==> config.mk <==
export PLATFORM = sky130hd
export DESIGN_NAME = sg_rx_engine
export DESIGN_NICKNAME = d
export VERILOG_FILES = /design/src/rtl/sg_rx_pkg.sv /design/src/rtl/sg_rx_app_store.sv /design/src/rtl/sg_rx_chain.sv /design/src/rtl/sg_rx_engine.sv
export SDC_FILE = /design/constraint.sdc
export NUM_CORES = 1
export LEC_CHECK = 0
export BUFFER_PORTS_ARGS = -buffer_cell sky130_fd_sc_hd__clkbuf_2
export CAP_MARGIN = 10
export CORE_ASPECT_RATIO = 1.2
export CORE_MARGIN = 1
export CORE_UTILIZATION = 55
export CTS_BUF_LIST = sky130_fd_sc_hd__clkbuf_4
export DETAILED_ROUTE_END_ITERATION = 8
export PLACE_DENSITY = 0.75
export SLEW_MARGIN = 20
export SYNTH_ARGS = -nofsm -noshare
export SYNTH_HDL_FRONTEND = slang
export SYNTH_SLANG_ARGS = --single-unit
==> constraint.sdc <==
create_clock -name clk_i -period 7.24 [get_ports clk_i]
set_input_delay 0.724 -clock clk_i [delete_from_list [all_inputs] [get_ports clk_i]]
set_output_delay 0.724 -clock clk_i [all_outputs]
set_load 0.05 [all_outputs]
==> src/rtl/sg_rx_pkg.sv <==
package sg_rx_pkg;
  localparam int unsigned WORD_W        = 32;
  localparam int unsigned OFS_STAT      = 3;
  localparam int unsigned OFS_APP       = 4;
  localparam int unsigned STAT_DONE_BIT = 31;
  localparam int unsigned STAT_SOF_BIT  = 27;
  localparam int unsigned STAT_EOF_BIT  = 26;

  typedef enum logic [2:0] {
    ST_WAIT,
    ST_FETCH,
    ST_DATA,
    ST_WDATA,
    ST_APP,
    ST_STAT
  } rx_state_e;
endpackage

==> src/rtl/sg_rx_app_store.sv <==
module sg_rx_app_store #(
  parameter int unsigned APP_WORDS = 5,
  localparam int unsigned CW = $clog2(APP_WORDS + 1)
) (
  input  logic                     clk_i,
  input  logic                     rst_ni,
  input  logic                     ctl_valid_i,
  input  logic [31:0]              ctl_data_i,
  input  logic                     ctl_last_i,
  output logic [APP_WORDS*32-1:0]  app_o,
  output logic                     err_o
);
  logic [CW-1:0] cnt_q;
  logic [31:0]   stage_q [APP_WORDS];
  logic [31:0]   app_q   [APP_WORDS];
  logic          err_q;
  logic          full_len;

  // current beat is the final word of a correctly sized header
  assign full_len = (cnt_q == CW'(APP_WORDS - 1));

  always_ff @(posedge clk_i or negedge rst_ni) begin
    if (!rst_ni) begin
      cnt_q <= '0;
      err_q <= 1'b0;
      for (int i = 0; i < int'(APP_WORDS); i++) begin
        stage_q[i] <= '0;
        app_q[i]   <= '0;
      end
    end else begin
      err_q <= 1'b0;
      if (ctl_valid_i) begin
        if (ctl_last_i) begin
          cnt_q <= '0;
          err_q <= !full_len;
          if (full_len) begin
            for (int i = 0; i < int'(APP_WORDS); i++)
              app_q[i] <= (i == int'(APP_WORDS) - 1) ? ctl_data_i : stage_q[i];
          end
        end else if (cnt_q < CW'(APP_WORDS)) begin
          stage_q[cnt_q] <= ctl_data_i;
          cnt_q          <= cnt_q + 1'b1;
        end
      end
    end
  end

  for (genvar g = 0; g < int'(APP_WORDS); g++) begin : g_pack
    assign app_o[g*32 +: 32] = app_q[g];
  end

  assign err_o = err_q;

  AST_ERR_AFTER_LAST: assert property (@(posedge clk_i) disable iff (!rst_ni)
    err_o |-> $past(ctl_valid_i && ctl_last_i)) else $error("err without last");
endmodule

==> src/rtl/sg_rx_chain.sv <==
module sg_rx_chain #(
  parameter int unsigned AW = 16
) (
  input  logic          clk_i,
  input  logic          rst_ni,
  input  logic          cur_load_i,
  input  logic [AW-1:0] cur_ptr_i,
  input  logic          tail_wr_i,
  input  logic [AW-1:0] tail_ptr_i,
  input  logic          advance_i,
  input  logic          eof_i,
  input  logic [AW-1:0] next_ptr_i,
  input  logic          halt_set_i,
  output logic [AW-1:0] cur_o,
  output logic          idle_o,
  output logic          halted_o,
  output logic          sof_pend_o,
  output logic          pkt_done_o
);
  logic [AW-1:0] cur_q, tail_q;
  logic          idle_q, halted_q, sof_q, done_q;

  always_ff @(posedge clk_i or negedge rst_ni) begin
    if (!rst_ni) begin
      cur_q    <= '0;
      tail_q   <= '0;
      idle_q   <= 1'b1;
      halted_q <= 1'b1;
      sof_q    <= 1'b1;
      done_q   <= 1'b0;
    end else begin
      done_q <= advance_i && eof_i;
      if (cur_load_i) begin
        cur_q    <= cur_ptr_i;
        halted_q <= 1'b0;
        sof_q    <= 1'b1;
      end else begin
        if (advance_i) begin
          cur_q <= next_ptr_i;
          sof_q <= eof_i;
        end
        if (halt_set_i) halted_q <= 1'b1;
      end
      if (tail_wr_i) tail_q <= tail_ptr_i;
      // a fresh tail write outranks reaching the old tail
      if (tail_wr_i)                          idle_q <= 1'b0;
      else if (advance_i && cur_q == tail_q)  idle_q <= 1'b1;
    end
  end

  assign cur_o      = cur_q;
  assign idle_o     = idle_q;
  assign halted_o   = halted_q;
  assign sof_pend_o = sof_q;
  assign pkt_done_o = done_q;

  AST_TAIL_WAKES: assert property (@(posedge clk_i) disable iff (!rst_ni)
    tail_wr_i |=> !idle_o) else $error("tail write left idle set");
endmodule

==> src/rtl/sg_rx_engine.sv <==
module sg_rx_engine
  import sg_rx_pkg::*;
#(
  parameter int unsigned AW        = 16,
  parameter int unsigned LEN_W     = 23,
  parameter int unsigned APP_WORDS = 5,
  localparam int unsigned APP_IW   = $clog2(APP_WORDS)
) (
  input  logic              clk_i,
  input  logic              rst_ni,
  input  logic              run_i,
  input  logic              cur_load_i,
  input  logic [AW-1:0]     cur_ptr_i,
  input  logic              tail_wr_i,
  input  logic [AW-1:0]     tail_ptr_i,
  input  logic              ctl_valid_i,
  input  logic [WORD_W-1:0] ctl_data_i,
  input  logic              ctl_last_i,
  output logic              ctl_err_o,
  input  logic              rx_tvalid_i,
  input  logic [WORD_W-1:0] rx_tdata_i,
  input  logic              rx_tlast_i,
  output logic              rx_tready_o,
  output logic              mem_req_o,
  output logic              mem_we_o,
  output logic [AW-1:0]     mem_addr_o,
  output logic [WORD_W-1:0] mem_wdata_o,
  input  logic              mem_ack_i,
  input  logic [WORD_W-1:0] mem_rdata_i,
  output logic              idle_o,
  output logic              halted_o,
  output logic              pkt_done_o
);
  rx_state_e             state_q;
  logic [1:0]            fetch_idx_q;
  logic [AW-1:0]         nxt_q, buf_q, cur;
  logic [LEN_W-1:0]      len_q, cnt_q;
  logic [WORD_W-1:0]     beat_q, status_w;
  logic                  eof_q, sof_pend, go, advance, halt_set, beat_take;
  logic [APP_IW-1:0]     app_idx_q;
  logic [APP_WORDS*32-1:0] app_flat;

  sg_rx_app_store #(.APP_WORDS(APP_WORDS)) u_app (
    .clk_i       (clk_i),
    .rst_ni      (rst_ni),
    .ctl_valid_i (ctl_valid_i),
    .ctl_data_i  (ctl_data_i),
    .ctl_last_i  (ctl_last_i),
    .app_o       (app_flat),
    .err_o       (ctl_err_o)
  );

  sg_rx_chain #(.AW(AW)) u_chain (
    .clk_i      (clk_i),
    .rst_ni     (rst_ni),
    .cur_load_i (cur_load_i),
    .cur_ptr_i  (cur_ptr_i),
    .tail_wr_i  (tail_wr_i),
    .tail_ptr_i (tail_ptr_i),
    .advance_i  (advance),
    .eof_i      (eof_q),
    .next_ptr_i (nxt_q),
    .halt_set_i (halt_set),
    .cur_o      (cur),
    .idle_o     (idle_o),
    .halted_o   (halted_o),
    .sof_pend_o (sof_pend),
    .pkt_done_o (pkt_done_o)
  );

  assign go          = run_i && !idle_o && !halted_o;
  assign rx_tready_o = (state_q == ST_DATA) && run_i && (cnt_q != len_q);
  assign beat_take   = rx_tready_o && rx_tvalid_i;
  assign advance     = (state_q == ST_STAT) && mem_ack_i;
  assign halt_set    = (state_q == ST_FETCH) && mem_ack_i && (fetch_idx_q == 2'd3)
                       && mem_rdata_i[STAT_DONE_BIT];

  always_comb begin
    status_w                = '0;
    status_w[LEN_W-1:0]     = cnt_q;
    status_w[STAT_DONE_BIT] = 1'b1;
    status_w[STAT_SOF_BIT]  = sof_pend;
    status_w[STAT_EOF_BIT]  = eof_q;
  end

  always_comb begin
    mem_req_o   = 1'b0;
    mem_we_o    = 1'b1;
    mem_addr_o  = cur;
    mem_wdata_o = '0;
    unique case (state_q)
      ST_FETCH: begin
        mem_req_o  = 1'b1;
        mem_we_o   = 1'b0;
        mem_addr_o = cur + AW'(fetch_idx_q);
      end
      ST_WDATA: begin
        mem_req_o   = 1'b1;
        mem_addr_o  = buf_q + AW'(cnt_q);
        mem_wdata_o = beat_q;
      end
      ST_APP: begin
        mem_req_o   = 1'b1;
        mem_addr_o  = cur + AW'(OFS_APP) + AW'(app_idx_q);
        mem_wdata_o = app_flat[32*int'(app_idx_q) +: 32];
      end
      ST_STAT: begin
        mem_req_o   = 1'b1;
        mem_addr_o  = cur + AW'(OFS_STAT);
        mem_wdata_o = status_w;
      end
      default: ;
    endcase
  end

  always_ff @(posedge clk_i or negedge rst_ni) begin
    if (!rst_ni) begin
      state_q     <= ST_WAIT;
      fetch_idx_q <= '0;
      nxt_q       <= '0;
      buf_q       <= '0;
      len_q       <= '0;
      cnt_q       <= '0;
      beat_q      <= '0;
      eof_q       <= 1'b0;
      app_idx_q   <= '0;
    end else begin
      unique case (state_q)
        ST_WAIT: if (go) begin
          state_q     <= ST_FETCH;
          fetch_idx_q <= '0;
        end
        ST_FETCH: if (mem_ack_i) begin
          fetch_idx_q <= fetch_idx_q + 1'b1;
          unique case (fetch_idx_q)
            2'd0: nxt_q <= mem_rdata_i[AW-1:0];
            2'd1: buf_q <= mem_rdata_i[AW-1:0];
            2'd2: len_q <= mem_rdata_i[LEN_W-1:0];
            default: begin
              cnt_q   <= '0;
              eof_q   <= 1'b0;
              state_q <= mem_rdata_i[STAT_DONE_BIT] ? ST_WAIT : ST_DATA;
            end
          endcase
        end
        ST_DATA: begin
          if (cnt_q == len_q) begin
            state_q <= ST_STAT;
          end else if (beat_take) begin
            beat_q  <= rx_tdata_i;
            eof_q   <= rx_tlast_i;
            state_q <= ST_WDATA;
          end
        end
        ST_WDATA: if (mem_ack_i) begin
          cnt_q     <= cnt_q + 1'b1;
          app_idx_q <= '0;
          state_q   <= eof_q ? ST_APP : ST_DATA;
        end
        ST_APP: if (mem_ack_i) begin
          if (app_idx_q == APP_IW'(APP_WORDS - 1)) state_q <= ST_STAT;
          else app_idx_q <= app_idx_q + 1'b1;
        end
        ST_STAT: if (mem_ack_i) state_q <= ST_WAIT;
        default: state_q <= ST_WAIT;
      endcase
    end
  end

  logic unused_ok;
  assign unused_ok = ^{mem_rdata_i[WORD_W-1:LEN_W]};

  AST_TREADY_GATED: assert property (@(posedge clk_i) disable iff (!rst_ni)
    rx_tready_o |-> (!idle_o && !halted_o)) else $error("ready while stopped");
  AST_HALT_QUIET: assert property (@(posedge clk_i) disable iff (!rst_ni)
    halted_o |-> !mem_req_o) else $error("memory access while halted");
  AST_FILL_BOUND: assert property (@(posedge clk_i) disable iff (!rst_ni)
    (state_q == ST_WDATA) |-> (cnt_q < len_q)) else $error("buffer overrun");
  AST_REQ_HELD: assert property (@(posedge clk_i) disable iff (!rst_ni)
    (mem_req_o && !mem_ack_i) |=> (mem_req_o && $stable(mem_addr_o) && $stable(mem_wdata_o)))
    else $error("request dropped");
  AST_DONE_AFTER_EOF: assert property (@(posedge clk_i) disable iff (!rst_ni)
    pkt_done_o |-> $past(mem_req_o && mem_we_o && mem_ack_i
                         && mem_wdata_o[STAT_EOF_BIT] && mem_wdata_o[STAT_DONE_BIT]))
    else $error("done without end status");
endmodule

==> After elaboration in Yosys (flattened, before gate mapping) <==
Index checks and enable logic that the tools add are counted.
{ "totals": {"out_inout_bits": 55, "ff_bits": 479} }
{ "op_classes": {"reduce_logical": 39, "n_eq_ne": 24, "mux": 46, "shift": 1, "n_bitwise": 3, "order_cmp": 3, "n_addsub": 9} }
{ "op_table": {"columns": ["operator", "count"], "rows": [
  ["$bwmux 160", 1],
  ["$shiftx 160x9->32", 1],
  ["$demux 32 s3", 1],
  ["$pmux 32 s3", 1],
  ["$mux 23", 3],
  ["$pmux 16 s4", 1],
  ["$pmux 23 s2", 1],
  ["$mux 3", 14],
  ["$mux 16", 2],
  ["$mux 32", 1],
  ["$add 23x1->23 const B", 1],
  ["$eq 23x23->1", 1],
  ["$ne 23x23->1", 1],
  ["$reduce_and 3->1", 7],
  ["$ne 2x2->1 const B", 10],
  ["$pmux 3 s6", 1],
  ["$add 16x16->16", 1],
  ["$add 16x2->16", 1],
  ["$add 16x2->16 const B", 1],
  ["$add 16x3->16", 1],
  ["$add 16x3->16 const B", 1],
  ["$eq 16x16->1", 1],
  ["$reduce_bool 2->1", 8],
  ["$mux 1", 14],
  ["other kinds (27)", 50]
]} }

==> Longest topological paths before layout <==
Gate-level depths: netlist (run 1).
{ "depth": {"word_depth": 7, "depth_mapped": 15, "depth_no_buf": 13} }

==> By module <==
A second synthesis (run 1) with hierarchy kept.
{ "unflattened": {"cells_unflattened": 1597, "hier_area_um2": 21181.6} }
{ "modules_own_cells": {"columns": ["mod", "cells_each", "instances", "seq_area_each_um2", "area_per_inst_um2"], "rows": [
  ["sg_rx_app_store", 637, 1, 7307.0, 10946.7],
  ["sg_rx_engine", 824, 1, 2977.9, 8590.7],
  ["sg_rx_chain", 136, 1, 904.6, 1644.1]
]} }

==> Least setup slack after synthesis (run 1) <==
No wires, ideal clock.
{ "synth_path": {"kind": "flip-flop to output port", "startpoint": "register state_q[2]", "endpoint": "output port mem_addr_o[4]", "path_stages_with_launch": 13, "t_arrival_ns": 3.521, "slack_ns": 2.995, "t_required_ns": 6.516, "cell_sequence": "dfrtp_1 > clkbuf_1 > clkbuf_1 > buf_1 > nand2_1 > nand2_1 > ha_1 > inv_1 > fa_1 > or2_2 > xnor2_1 > a22oi_1 > o21ai_0"} }
{ "synth_via": {"elab_chain_len": 2, "word_cells_on_any_way": 5, "cone_classes": "eq/ne: 4; mux: 1"} }
{ "synth_rtl": {"columns": ["element", "line", "text"], "rows": [
  ["from (decl)", "sg_rx_engine.sv:34", "rx_state_e state_q;"],
  ["from (signal assigned)", "sg_rx_engine.sv:142", "state_q <= mem_rdata_i[STAT_DONE_BIT] ? ST_WAIT : ST_DATA;"],
  ["from (signal assigned)", "sg_rx_engine.sv:158", "state_q <= eof_q ? ST_APP : ST_DATA;"],
  ["$eq 3x3->1 (tied with other cells)", "sg_rx_engine.sv:91", "unique case (state_q)"],
  ["$pmux 16 s4 *", "sg_rx_engine.sv:91", null],
  ["to (decl)", "sg_rx_engine.sv:26", "output logic [AW-1:0] mem_addr_o,"]
]} }
Mark *: on every way between the ends. The rest lies on a longest branch, timed or not.

==> Worst setup path in the final report (run 1) <==
{ "layout_path": {"startpoint": "register app_idx_q[2]", "endpoint": "output port mem_addr_o[13]"} }
{ "layout_via": {"elab_chain_len": 2} }
{ "layout_rtl": {"columns": ["element", "line", "text"], "rows": [
  ["from (decl)", "sg_rx_engine.sv:40", "logic [APP_IW-1:0] app_idx_q;"],
  ["from (signal assigned)", "sg_rx_engine.sv:162", "else app_idx_q <= app_idx_q + 1'b1;"],
  ["$add 16x3->16", "sg_rx_engine.sv:104", "mem_addr_o = cur + AW'(OFS_APP) + AW'(app_idx_q);"],
  ["$pmux 16 s4", "sg_rx_engine.sv:91", null]
]} }
Every way passes these cells.

==> results.md, run 1 <==
- Starting density of the core: 0.558
- Worst slew pin tran: 1.05 ns
- DR vias/cell: 5.98
- Ys async rst share: 1.00
- Multi-input logic area: 9360 um^2
- Gr usage total: 0.270
- Post-synth EDFFs: 0
- Final nets: 2005
- Die footprint: 39200 um^2
- Die height: 217 um
- Yosys cell types: 73
- Flops & latches, synth: 447
- Startpoint Class: flop
- Final non-filler cell area: 23800 um^2
- Layout cells sized above 1: 0.430
- Slew headroom: 0.298
- Sequential element share of the synthesized area: 0.530
- Starting DRC count in detailed routing: 868
- Clock latency on the worst-skew pair: 0.80 ns
- P per Cell Area: 409 nW/um^2
- Fmax: 183 MHz
- Final min period: 5.46 ns
- First-pass GRT wire length: 81400 um
- H-tree depth: 3
- Post-synth design cell area: 21100 um^2
- Main synth FF type: dfrtp_1
- Worst IR Drop VDD: 185 uV
- # setup viols final: 0
- Number of global-route vias before repair: 15000
- Max-slew violations: 0
- Layout area overhead: 12.6%
- Maxcap violations: 0
- Average size of a mapped cell: 13.0 um^2
- Drt total wl: 51200 um
- Core box area: 37900 um^2
- CTS Sinks: 447
- Setup CP Type: flop to output port
- Ports: 193
- Clock buffer depth: 3
- # rows: 78
- CTS tree: built
- Static leakage: 11.2 nW
- Initial antenna violation count: 4
- Largest net degree at the start of global routing: 153
- Area leader, netlist: dfrtp_1
- Post-Synthesis Cells: 1625
- First-pass iteration count of the detailed router: 6
- Remaining routing DRC violations: 0
- Clk slew on worst S/H paths: 0.08 ns
- Post-DP Area: 22300 um^2
- Post-route ant nets: 0
- CP Data Required Time: 6.52 ns
- Synth area leaders: dfrtp_1 53%, mux2_2 21%, mux4_2 3.4%, a22oi_1 2.2%, ha_1 1.9%
- Critical Path AT: 4.74 ns
- Gr ovfl total: 0
- Syn Nets: 1798
- Yosys top cell area share: 0.526
- Hold Fails Final Rpt: 0
- Top cell types by occurrence after synthesis: 444 x dfrtp_1, 387 x mux2_2, 68 x nand2_1
- Fill cells: 2925
- Final Wtd Congestion: 0.932
- HP Class: input pin to flop
- Synth warn: 0
- DP Wirelength: 34000 um
- Total setup buffers inserted after CTS: 0
- Clock skew: 0.0678 ns
- Register area: 11200 um^2
- Root buffer cell: clkbuf_4
- Avg WL per Cell: 21.4 um
- Num CTS Buffers: 108
- Crit Path Max Fanout: 34
- Die W: 181 um
- Status: finished clean
- Vias: 14300
- Tcrit/Tclk final: 0.754
- # port buffers: 184
- RSZ-0062 raised after global routing: false
- Setup TNS: 0 ns
- Top-count cell post-synth: dfrtp_1
- Crit path capture type: output port
[power by group]
part	total (mW)	switching, mW	internal [mW]
registers	4.07	0.578	3.50
clock network	2.06	0.987	1.07
logic	3.58	2.01	1.57
total	9.71	3.58	6.14
[sequential cells by signal (all words and copies together) (netlist names), 16 cells and up]
register,count
beat_q,32
buf_q,16
cnt_q,23
len_q,23
nxt_q,16
u_app.app_o,160
u_app.stage_q,128
u_chain.cur_o,16
u_chain.tail_q,16
[worst max-delay path, stage by stage, from the launching register on]
cell and delay (ns):
dfrtp_1 0.44, inv_2 0.72, ha_1 0.41, fa_1 0.47, nand2b_1 0.18, a21oi_1 0.55, nand3_1 0.18, a21o_1 0.20
a222oi_1 0.32, o21ai_0 0.18, clkbuf_2 0.28
[logic make-up after synthesis]
logic type | Yosys count | share of synthesized area
simple gates | 235 | 0.0574
compound gates | 247 | 0.0760
flops | 447 | 0.530
buf+inv | 137 | 0.0288
fa+ha+maj | 35 | 0.0218
xor+xnor | 78 | 0.0324
mux | 446 | 0.254
[final timing paths]
path	start	to	slack, ns	cells after the start
worst min-delay path	rx_tdata_i[28]	beat_q[28]$_DFFE_PN0P_	0.14	2
worst max-delay path	app_idx_q[2]$_DFFE_PN0P_	mem_addr_o[13]	1.78	10
worst min register to register	u_app.stage_q[107]$_DFFE_PN0P_	u_app.stage_q[107]$_DFFE_PN0P_	0.49	1
min in group asynchronous	rst_ni	u_chain.cur_o[3]$_DFFE_PN0P_	0.46	2
max in group asynchronous	rst_ni	app_idx_q[1]$_DFFE_PN0P_	5.49	3
worst max register to register	cnt_q[2]$_DFFE_PN0P_	beat_q[17]$_DFFE_PN0P_	4.15	7
[stage by stage]
stage               power, mW   util  hold WS [ns]  std cells  setup slack (ns)
floorplan                6.64      -         0.428       1625              3.00
global placement         7.50  0.590         0.464       2200              2.74
detailed placement       7.68  0.590         0.479       2200              2.70
CTS                      9.76  0.626        0.0642       2390              1.81
global route             10.3  0.628        0.0849       2392              1.49
finish                   9.71  0.628         0.136       2392              1.78
[cell usage in the layout, fill, tap and decap left out, drive strengths merged, types with 7 or more instances in the layout]
| cell | synthesis | routed |
|---|---|---|
| mux2 | 394 | 394 |
| o21ai | 53 | 53 |
| nand2 | 71 | 71 |
| buf | 52 | 21 |
| clkbuf | 56 | 342 |
| inv | 27 | 32 |
| a22oi | 61 | 61 |
| o22ai | 30 | 30 |
| o2bb2ai | 8 | 8 |
| ha | 32 | 32 |
| clkinv | 2 | 23 |
| a21oi | 46 | 46 |
| mux4 | 32 | 32 |
| mux2i | 20 | 20 |
| xor2 | 33 | 33 |
| nand4 | 19 | 19 |
| dfrtp | 444 | 444 |
| a31oi | 7 | 7 |
| and3 | 14 | 14 |
| nor2 | 52 | 52 |
| nor3 | 16 | 16 |
| nand3 | 27 | 27 |
| xnor2 | 45 | 45 |
[per-layer routing]
metal  vias up  wire, um  global-route usage
li1       6412         -                   -
met1      7247     20100               0.321
met2       505     25600               0.457
met3       131      2960              0.0543
met4         6      2490               0.155
met5         -        46                   0
[timing repair]
item | CTS | global route
resized for setup | 0 | 0
hold buffers | 1 | 0
endpoints found under the setup margin | 0 | 0
hold endpoints to repair | 65 | 0
[cell type report]
class / count / area share
Antenna cell: 1 / 0.000105
Clock buffer: 159 / 0.0502
Clock inverter: 30 / 0.00774
Inverter: 29 / 0.00458
Multi-Input combinational cell: 1041 / 0.394
Sequential cell: 447 / 0.471
Tap cell: 480 / 0.0253
Timing Repair Buffer: 205 / 0.0474
Power figures use the tool's default switching activity.
==> run 2, diff against run 1 <==
--- a/config.mk
+++ b/config.mk
@@ -12,7 +12,7 @@
 export CORE_UTILIZATION = 55
 export CTS_BUF_LIST = sky130_fd_sc_hd__clkbuf_4
 export DETAILED_ROUTE_END_ITERATION = 8
-export PLACE_DENSITY = 0.75
+export PLACE_DENSITY = 0.78
 export SLEW_MARGIN = 20
 export SYNTH_ARGS = -nofsm -noshare
 export SYNTH_HDL_FRONTEND = slang
==> constraint.sdc (replaced) <==
create_clock -name clk_i -period 4.94 [get_ports clk_i]
set_input_delay 0.494 -clock clk_i [delete_from_list [all_inputs] [get_ports clk_i]]
set_output_delay 0.494 -clock clk_i [all_outputs]
set_load 0.05 [all_outputs]
==> run 2 against run 1 <==
Flip-flop and latch count unchanged. Wire length increased by 5.6%. Sequential power rose by 48%. Clock power is 44% higher. Clock skew down 0.0073 ns. Global-route usage increased by 1.5 points. Sequential share of layout area decreased by 2.3 points. Die area is the same. Critical path depth is the same. Utilization up 3.2 points.
==> results.md, run 2 (synthesized netlist as in run 1, its figures left out) <==
- Status: finished clean
- Reg2Reg Depth: 7 (unchanged)
- Switch Pwr: 5.34 mW (+49%)
- DP Wirelength: 34900 um (+2.4%)
- Critical path, cell by cell: clkinv_1 -> ha_1 -> fa_1 -> nand2b_1 -> a21oi_1 -> nand3_1 -> a21o_1 -> a222oi_1 -> o21ai_0 -> clkbuf_2
- Worst hold start: rx_tvalid_i
- Die W: 181 um (unchanged)
- Final min period: 4.60 ns
- Leading cell type in the layout, fill and taps excluded: dfrtp_1
- Worst IR Drop VDD: 265 uV (+43%)
- RSZ-0062 raised after global routing: false
- Remaining routing DRC violations: 0 (unchanged)
- Placed insts: 2205 (+0.23%)
- Crit path capture type: output port
- HP Class: input pin to flop
- DR vias/cell: 5.93 (-0.87%)
- Fmax: 217 MHz
- Commonest non-fill, non-tap cells in the layout: 443 x dfrtp_1, 387 x mux2_2, 183 x clkbuf_2
- Final Wtd Congestion: 0.944 (+1.3%)
- Switching share of power: 0.372 (+0.00345)
- R2R setup slack: 1.89 ns (-2.26 ns)
- Final std cells w/o fill: 2509 (+4.9%)
- Clock skew: 0.0605 ns (-0.00729 ns)
- Worst slew pin tran: 1.03 ns (-0.0240 ns)
- Crit path max-delay family: compound AO/OA/AOI/OAI gates
- # setup viols final: 0 (unchanged)
- Slowest cell on crit path: a21oi_1
- Fin worst setup slack: 0.342 ns (-1.44 ns)
- Largest net degree at the start of global routing: 161 (+5.2%)
- Ports: 193 (unchanged)
- P per Cell Area: 576 nW/um^2 (+41%)
- CP Data Required Time: 4.45 ns (-2.07 ns)
- Starting DRC count in detailed routing: 950 (+9.4%)
- Core box area: 37900 um^2 (unchanged)
- Cells on Worst Hold Path: 4 (+2)
- H-tree depth: 3 (unchanged)
- Critical Path AT: 4.10 ns (-0.64 ns)
- Die footprint: 39200 um^2 (unchanged)
- Layout cells sized above 1: 0.403 (-0.0266)
- Total setup buffers inserted after CTS: 0 (unchanged)
- Avg WL per Cell: 21.5 um (+0.68%)
- Seq pwr share: 0.418 (about the same)
- Root buffer cell: clkbuf_4
- Clock buffer depth: 3 (unchanged)
- Max-slew violations: 0 (unchanged)
- Worst hold slack: 0.0785 ns (-0.0571 ns)
- Initial antenna violation count: 3 (-1)
- Maxcap violations: 0 (unchanged)
- Clock latency on the worst-skew pair: 0.85 ns (+0.05 ns)
- Layout area overhead: 18.3%
- Gr usage total: 0.285 (+0.0154)
- Setup WS pre-CTS: 1.23 ns (-1.46 ns)
- Reg2reg end: beat_q[7]$_DFFE_PN0P_
- Crit Path Max Fanout: 7 (-79%)
- CTS Hold Bufs: 126 (+125)
- Crit path from: app_idx_q[2]$_DFFE_PN0P_
- Combinational power share: 0.375 (+0.006)
- Gr ovfl total: 0 (unchanged)
- Hold path endpoint: state_q[2]$_DFFE_PN0P_
- Internal Pwr Total: 9.04 mW (+47%)
- Number of flip-flops in the largest register: 160 (unchanged)
- CTS tree: built
- Setup TNS: 0 ns (unchanged)
- First-pass iteration count of the detailed router: 7 (+1)
- Drt total wl: 54100 um (+5.6%)
- Clk pwr share: 0.206 (-0.006)
- FF-to-FF Start: cnt_q[3]$_DFFE_PN0P_
- CTS Sinks: 447 (unchanged)
- Buffers plus inverters on the worst setup path: 2 (unchanged)
- Tcrit/Tclk final: 0.931
- # rows: 78 (unchanged)
- Hold Fails Final Rpt: 0 (unchanged)
- First-pass GRT wire length: 86400 um (+6.1%)
- Die height: 217 um (unchanged)
- # port buffers: 184 (unchanged)
- CTS resizes: 0 (unchanged)
- Max incr delay on CP: 0.54 ns (-0.18 ns)
- Setup CP Type: flop to output port
- Slew headroom: 0.314 (+0.0160)
- Num CTS Buffers: 110 (+1.9%)
- Final nets: 2136 (+6.5%)
- Static leakage: 11.7 nW (+4.6%)
- Vias: 14900 (+4.0%)
- Startpoint Class: flop
- Clk slew on worst S/H paths: 0.07 ns (about the same)
- Number of global-route vias before repair: 15900 (+6.0%)
- Starting density of the core: 0.558 (unchanged)
- Post-route ant nets: 0 (unchanged)
run 2: per-stage QoR:
step	total power, mW	cell area (um^2)	utilization
final	14.4	25000	0.660
after global routing	15.2	25000	0.660
after CTS	14.4	25000	0.660
after detailed placement	11.3	22400	0.592
after global placement	11.0	22400	0.592
after floorplan	9.74	21100	-
run 2: area by class of cell:
class                   instances  area [um^2]
clock inverters                21          154
diodes                          2         5.00
repair buffers                334         2420
fillers                      2779        12900
inverters                      29          109
flip-flops and latches        447        11200
well taps                     480          601
clock buffers                 155         1160
multi-input cells            1041         9340
run 2: worst max path at each step:
| stage | end | slack (ns) | depth (start not counted) |
|---|---|---|---|
| after floorplan | mem_addr_o[4] | 0.93 | 12 |
| after global routing | mem_addr_o[14] | 0.16 | 10 |
| after detailed placement | mem_addr_o[13] | 1.23 | 11 |
| after global placement | mem_addr_o[13] | 1.30 | 11 |
| final | mem_addr_o[13] | 0.34 | 10 |
| after CTS | mem_addr_o[13] | 0.34 | 10 |
run 2: routing by layer:
| layer | vias up | track usage | routed length (um) |
|---|---|---|---|
| met3 | 150 | 0.0612 | 3470 |
| met5 | - | 0 | 10 |
| met1 | 7497 | 0.338 | 21000 |
| met4 | 2 | 0.162 | 2700 |
| li1 | 6656 | - | - |
| met2 | 565 | 0.482 | 26900 |
run 2: worst reg2reg max path, cell delays in order, from the launching register on:
cell	delay, ns
dfrtp_1	0.50
xnor2_1	0.50
nand4_1	0.25
nor4_1	0.22
nand3_1	0.23
and3_4	0.30
nand3_4	0.46
mux2_2	0.44
run 2: power by group through the flow:
stage | sequential (mW) | clock, mW | combinational (mW)
2_1_floorplan | 5.70 | 0 | 4.04
3_3_place_gp | 5.93 | 0 | 5.09
3_5_place_dp | 6.05 | 0 | 5.25
4_1_cts | 5.99 | 3.03 | 5.35
5_1_grt | 6.19 | 3.24 | 5.76
6_report | 6.02 | 2.97 | 5.39
